`src/rtl/ldm_seq_pkg.sv`:
```
package ldm_seq_pkg;
    typedef enum logic [1:0] {
        MODE_IA = 2'd0,
        MODE_IB = 2'd1,
        MODE_DA = 2'd2,
        MODE_DB = 2'd3
    } addr_mode_t;

    typedef enum logic [1:0] {
        ST_IDLE = 2'd0,
        ST_XFER = 2'd1,
        ST_DONE = 2'd2
    } seq_state_t;
endpackage

```
`src/rtl/ldm_popcount.sv`:
```
module ldm_popcount #(
    parameter int W  = 16,
    parameter int CW = $clog2(W + 1)
) (
    input  logic [W-1:0]  vec,
    output logic [CW-1:0] cnt
);
    always_comb begin
        cnt = '0;
        for (int i = 0; i < W; i++) begin
            cnt = cnt + CW'(vec[i]);
        end
    end
endmodule

```
`src/rtl/ldm_lowest_bit.sv`:
```
module ldm_lowest_bit #(
    parameter int W  = 16,
    parameter int IW = $clog2(W)
) (
    input  logic [W-1:0]  vec,
    output logic [IW-1:0] idx,
    output logic          any
);
    always_comb begin
        idx = '0;
        any = 1'b0;
        for (int i = W - 1; i >= 0; i--) begin
            if (vec[i]) begin
                idx = IW'(i);
                any = 1'b1;
            end
        end
    end
endmodule

```
`src/rtl/ldm_addr_calc.sv`:
```
module ldm_addr_calc
    import ldm_seq_pkg::*;
#(
    parameter int AW  = 32,
    parameter int CW  = 5,
    parameter int STEP = 4
) (
    input  logic [AW-1:0] base,
    input  logic [CW-1:0] count,
    input  addr_mode_t    mode,
    output logic [AW-1:0] start_addr,
    output logic [AW-1:0] end_base
);
    logic [AW-1:0] span;

    always_comb begin
        span = AW'(count) * AW'(STEP);
        unique case (mode)
            MODE_IA: begin
                start_addr = base;
                end_base   = base + span;
            end
            MODE_IB: begin
                start_addr = base + AW'(STEP);
                end_base   = base + span;
            end
            MODE_DA: begin
                start_addr = base - span + AW'(STEP);
                end_base   = base - span;
            end
            MODE_DB: begin
                start_addr = base - span;
                end_base   = base - span;
            end
        endcase
    end
endmodule

```
`src/rtl/ldm_seq_top.sv`:
```
module ldm_seq_top
    import ldm_seq_pkg::*;
#(
    parameter int NREG = 16,
    parameter int AW   = 32,
    parameter int STEP = 4,
    localparam int RW  = $clog2(NREG),
    localparam int CW  = $clog2(NREG + 1)
) (
    input  logic            clk,
    input  logic            rst_n,
    input  logic            cmd_valid,
    output logic            cmd_ready,
    input  logic [NREG-1:0] cmd_mask,
    input  logic [AW-1:0]   cmd_base,
    input  logic            cmd_load,
    input  logic [1:0]      cmd_mode,
    input  logic            cmd_wb,
    input  logic            cmd_restore,
    output logic            mem_req,
    output logic            mem_we,
    output logic [AW-1:0]   mem_addr,
    output logic [RW-1:0]   mem_reg,
    input  logic            mem_ready,
    output logic            done,
    output logic [AW-1:0]   final_base,
    output logic            wb_en,
    output logic            psr_restore
);
    seq_state_t    state_q, state_d;
    logic [NREG-1:0] pend_q;
    logic [AW-1:0] addr_q;
    logic [AW-1:0] fbase_q;
    logic          load_q, wb_q, rst_q;

    logic [CW-1:0] cmd_cnt;
    logic [AW-1:0] cmd_start, cmd_end;
    logic [RW-1:0] cur_idx;
    logic          cur_any;
    logic [NREG-1:0] pend_next;
    logic          accept, beat;

    ldm_popcount #(.W(NREG), .CW(CW)) u_cnt (
        .vec(cmd_mask),
        .cnt(cmd_cnt)
    );

    ldm_addr_calc #(.AW(AW), .CW(CW), .STEP(STEP)) u_addr (
        .base      (cmd_base),
        .count     (cmd_cnt),
        .mode      (addr_mode_t'(cmd_mode)),
        .start_addr(cmd_start),
        .end_base  (cmd_end)
    );

    ldm_lowest_bit #(.W(NREG), .IW(RW)) u_pick (
        .vec(pend_q),
        .idx(cur_idx),
        .any(cur_any)
    );

    assign accept    = (state_q == ST_IDLE) && cmd_valid;
    assign beat      = (state_q == ST_XFER) && mem_ready;
    assign pend_next = pend_q & (pend_q - NREG'(1));

    // next-state logic
    always_comb begin
        state_d = state_q;
        unique case (state_q)
            ST_IDLE: if (cmd_valid) state_d = (cmd_mask == '0) ? ST_DONE : ST_XFER;
            ST_XFER: if (mem_ready && pend_next == '0) state_d = ST_DONE;
            ST_DONE: state_d = ST_IDLE;
            default: state_d = ST_IDLE;
        endcase
    end

    // state register
    always_ff @(posedge clk or negedge rst_n) begin
        if (!rst_n) state_q <= ST_IDLE;
        else        state_q <= state_d;
    end

    // datapath registers
    always_ff @(posedge clk or negedge rst_n) begin
        if (!rst_n) begin
            pend_q  <= '0;
            addr_q  <= '0;
            fbase_q <= '0;
            load_q  <= 1'b0;
            wb_q    <= 1'b0;
            rst_q   <= 1'b0;
        end else if (accept) begin
            pend_q  <= cmd_mask;
            addr_q  <= cmd_start;
            fbase_q <= cmd_end;
            load_q  <= cmd_load;
            wb_q    <= cmd_wb;
            rst_q   <= cmd_load && cmd_restore && cmd_mask[NREG-1];
        end else if (beat) begin
            pend_q  <= pend_next;
            addr_q  <= addr_q + AW'(STEP);
        end
    end

    // outputs
    always_comb begin
        cmd_ready   = 1'b0;
        mem_req     = 1'b0;
        mem_we      = 1'b0;
        mem_addr    = '0;
        mem_reg     = '0;
        done        = 1'b0;
        final_base  = '0;
        wb_en       = 1'b0;
        psr_restore = 1'b0;
        unique case (state_q)
            ST_IDLE: cmd_ready = 1'b1;
            ST_XFER: begin
                mem_req  = 1'b1;
                mem_we   = !load_q;
                mem_addr = addr_q;
                mem_reg  = cur_idx;
            end
            ST_DONE: begin
                done        = 1'b1;
                final_base  = fbase_q;
                wb_en       = wb_q;
                psr_restore = rst_q;
            end
            default: ;
        endcase
    end

    AST_XFER_HAS_WORK: assert property (@(posedge clk) disable iff (!rst_n)
        (state_q == ST_XFER) |-> cur_any);
    AST_HOLD_ADDR: assert property (@(posedge clk) disable iff (!rst_n)
        (mem_req && !mem_ready) |=> (mem_req && $stable(mem_addr) && $stable(mem_reg) && $stable(mem_we)));
    AST_ADDR_STEP: assert property (@(posedge clk) disable iff (!rst_n)
        (mem_req && mem_ready) |=> (!mem_req || mem_addr == $past(mem_addr) + AW'(STEP)));
    AST_REG_ASCEND: assert property (@(posedge clk) disable iff (!rst_n)
        (mem_req && mem_ready) |=> (!mem_req || mem_reg > $past(mem_reg)));
    AST_DONE_PULSE: assert property (@(posedge clk) disable iff (!rst_n)
        done |=> !done);
    AST_READY_IDLE: assert property (@(posedge clk) disable iff (!rst_n)
        !(cmd_ready && (mem_req || done)));
    AST_WB_ONLY_DONE: assert property (@(posedge clk) disable iff (!rst_n)
        (wb_en || psr_restore) |-> done);
endmodule

```
`config.mk`:
```
export PLATFORM = sky130hd
export DESIGN_NAME = ldm_seq_top
export DESIGN_NICKNAME = d
export VERILOG_FILES = /design/src/rtl/ldm_seq_pkg.sv /design/src/rtl/ldm_popcount.sv /design/src/rtl/ldm_lowest_bit.sv /design/src/rtl/ldm_addr_calc.sv /design/src/rtl/ldm_seq_top.sv
export SDC_FILE = /design/constraint.sdc
export NUM_CORES = 1
export LEC_CHECK = 0
export ABC_CLOCK_PERIOD_IN_PS = 2590
export BUFFER_PORTS_ARGS = -buffer_cell sky130_fd_sc_hd__clkbuf_2
export CORE_AREA = 2 2 138 166
export CTS_BUF_LIST = sky130_fd_sc_hd__clkbuf_4 sky130_fd_sc_hd__clkbuf_8
export DETAILED_ROUTE_END_ITERATION = 10
export DIE_AREA = 0 0 140 168
export REMOVE_ABC_BUFFERS = 1
export SLEW_MARGIN = 40
export SYNTH_ARGS = -nofsm -noshare
export SYNTH_HDL_FRONTEND = slang
export SYNTH_HIERARCHICAL = 1
export SYNTH_SLANG_ARGS = --single-unit
```
`constraint.sdc`:
```
create_clock -name clk -period 2.59 [get_ports clk]
set_clock_uncertainty 0.05 [all_clocks]
set_input_delay 0.259 -clock clk [delete_from_list [all_inputs] [get_ports clk]]
set_output_delay 0.259 -clock clk [all_outputs]
set_load 0.005 [all_outputs]
```
==> summary.txt <==
Largest net degree at the start of global routing: 56
CTS Sinks: 85
Final Cell Area: 13600 um2
Layout cells sized above 1: 43.9%
Via count: 10394
Placed cell areas: 11400 um2
Final Max Tran Viols: 0
Mapped Area: 8610 um2
DP Worst Slack: -3980 ps
Io pins: 131
Die area: 23500 um2
Total grt overflow: 0
Leak pwr: 6.26 nW
Final setup TNS: -153370 ps
Status: complete, but fails checks
Final setup vio count: 60
Die width: 140 um
Critical path class: input port to register
P&R area growth vs syn: 58.2%
Core area: 22100 um2
Worst flop-to-flop path startpoint: pend_q[7]
Final HPWL from detailed placement: 26000 um
Final min period: 5960 ps
CP arrival: 6230 ps
RSZ-0062 raised after global routing: true
Final worst setup slack: -3370 ps
Pwr/cell area: 967 nW/um2
Gr usage total: 29.1%
Violated checks: DRC, setup timing
Vias in the first global route: 10566
Antenna Diode Count: 0
Worst slew margin: 60.5%
First-pass GRT wire length: 54500 um
Vias/cell: 5.59
Root Buffer: clkbuf_8
CP endpoint kind: register
Hold Fails Final Rpt: 0
CTS tree: yes
H-tree levels: 3
Period Utilization, post-route: 230%
Min-delay src: cmd_base[0]
VDD IR max: 911 uV
Maximum buffer depth of the clock tree: 2
Initial antenna violation count: 0
Clk slew on worst S/H paths: 100 ps
Global placement routability congestion: 0.942
Port Buf Inserts: 130
CTS buffer count: 9
Starting DRT DRC Count: 771
Yosys Warn Count: 6
Post-Route WL: 34900 um
Worst Setup SP: cmd_mask[15]
Avg WL per Cell: 18.8 um
DIE HEIGHT: 168 um
Cells after Synth: 1185
Fillers: 1953
Avg Inst Size Synth: 7.27 um2
Hold Path Class: input port to register
DRC Markers: 11
CP Max Fanout: 7
Antenna-violating nets left: 0
WP data required: 2850 ps
Site row count: 60
Initial core utilization: 38.9%
Worst-Skew Late Latency: 390 ps
Worst slew pin tran: 587 ps
Max Clock Freq: 0.168 GHz
Drt first pass iters: 8
CP Launch Type: input port
Nets@finish: 1665
Max_cap viols: 0
==> cell type report <==
type / instances / area [um2] / share of cell area, %
Clock buffer: 9 / 124 / 0.909
Clock inverter: 7 / 80.1 / 0.588
Inverter: 61 / 254 / 1.86
Multi-Input combinational cell: 962 / 7250 / 53.2
Sequential cell: 85 / 2130 / 15.6
Tap cell: 279 / 349 / 2.56
Timing Repair Buffer: 457 / 3440 / 25.3
==> through the flow <==
stage / instances / hold WS [ps] / total power [mW] / util, %
3_3_place_gp: 1789 / 199 / 9.16 / 51.5
2_1_floorplan: 1108 / -86.6 / 6.23 / -
5_1_grt: 1860 / 19.6 / 14.1 / 61.5
6_report: 1860 / 26.5 / 13.2 / 61.5
4_1_cts: 1837 / 4.98 / 11.9 / 58.3
3_5_place_dp: 1789 / 201 / 9.28 / 51.5
==> worst max-delay path, cell delays in order <==
cell	delay, ps
buf_8	80
inv_4	30
fa_1	580
fa_1	450
fa_2	560
fa_1	420
inv_2	80
ha_4	130
inv_2	30
fa_2	540
inv_4	50
fa_2	390
nor2b_2	180
o221a_4	230
buf_8	150
o21ai_1	110
a222oi_1	380
buf_4	210
nand4_1	240
o41a_1	500
o311a_1	360
nor3_2	110
nand2_1	70
o21ai_1	70
==> repair_timing <==
action                     in CTS  in global routing
setup endpoints to repair      61                 62
resized for setup             238                115
pin swaps                      93                 96
buffers inserted               40                 36
hold endpoints to repair       31                  0
hold buffers                    2                  0
==> sequential cells by signal, summed over array words and instances (netlist names) <==
name / flops
addr_q: 32
fbase_q: 32
load_q: 1
pend_q: 16
rst_q: 1
state_q: 2
wb_q: 1
==> report_power, final <==
| group | total, mW | switching (mW) | internal, mW |
|---|---|---|---|
| logic | 9.63 | 4.70 | 4.94 |
| clock network | 1.08 | 0.619 | 0.461 |
| registers | 2.46 | 0.505 | 1.96 |
==> cells in the final DEF (no fill, tap or decap), types with 7 or more instances in the layout <==
cell,n
nand3_1,32
inv_2,11
a21oi_1,35
nand4_1,19
o21ai_1,14
buf_12,7
fa_1,8
clkbuf_2,125
a22o_1,15
nand2_1,204
nor3_1,23
ha_4,8
clkbuf_8,9
xor2_1,23
or3_1,8
nor4_2,12
xor2_2,8
nor2_1,83
nand2_2,10
ha_1,12
or4_4,7
buf_6,58
nor2_4,9
buf_4,263
nor4_4,9
and3_1,15
xnor2_2,13
mux2i_1,7
a31oi_1,9
and2_1,72
nor4_1,20
a21o_1,8
a21oi_2,11
inv_1,44
a22oi_1,7
xnor2_1,51
o21ai_0,27
dfrtp_1,85
==> worst paths after layout <==
kind                          endpoint  slack, ps  depth (start not counted)
min reg2reg                fbase_q[23]        420                          2
max in group asynchronous   addr_q[25]       1620                          3
max reg2reg                 state_q[0]         40                          6
min in group asynchronous  fbase_q[28]        310                          2
min                         fbase_q[0]         30                          3
max                         addr_q[27]      -3370                         24
==> routing by layer <==
layer	vias to the layer above	routed length (um)	global-route usage, %
met4	0	1550	11.9
met3	97	1390	2.90
li1	4927	-	-
met2	337	18100	54.6
met1	5033	13800	33.7
met5	-	0	0
(Power assumes the default switching activity.)
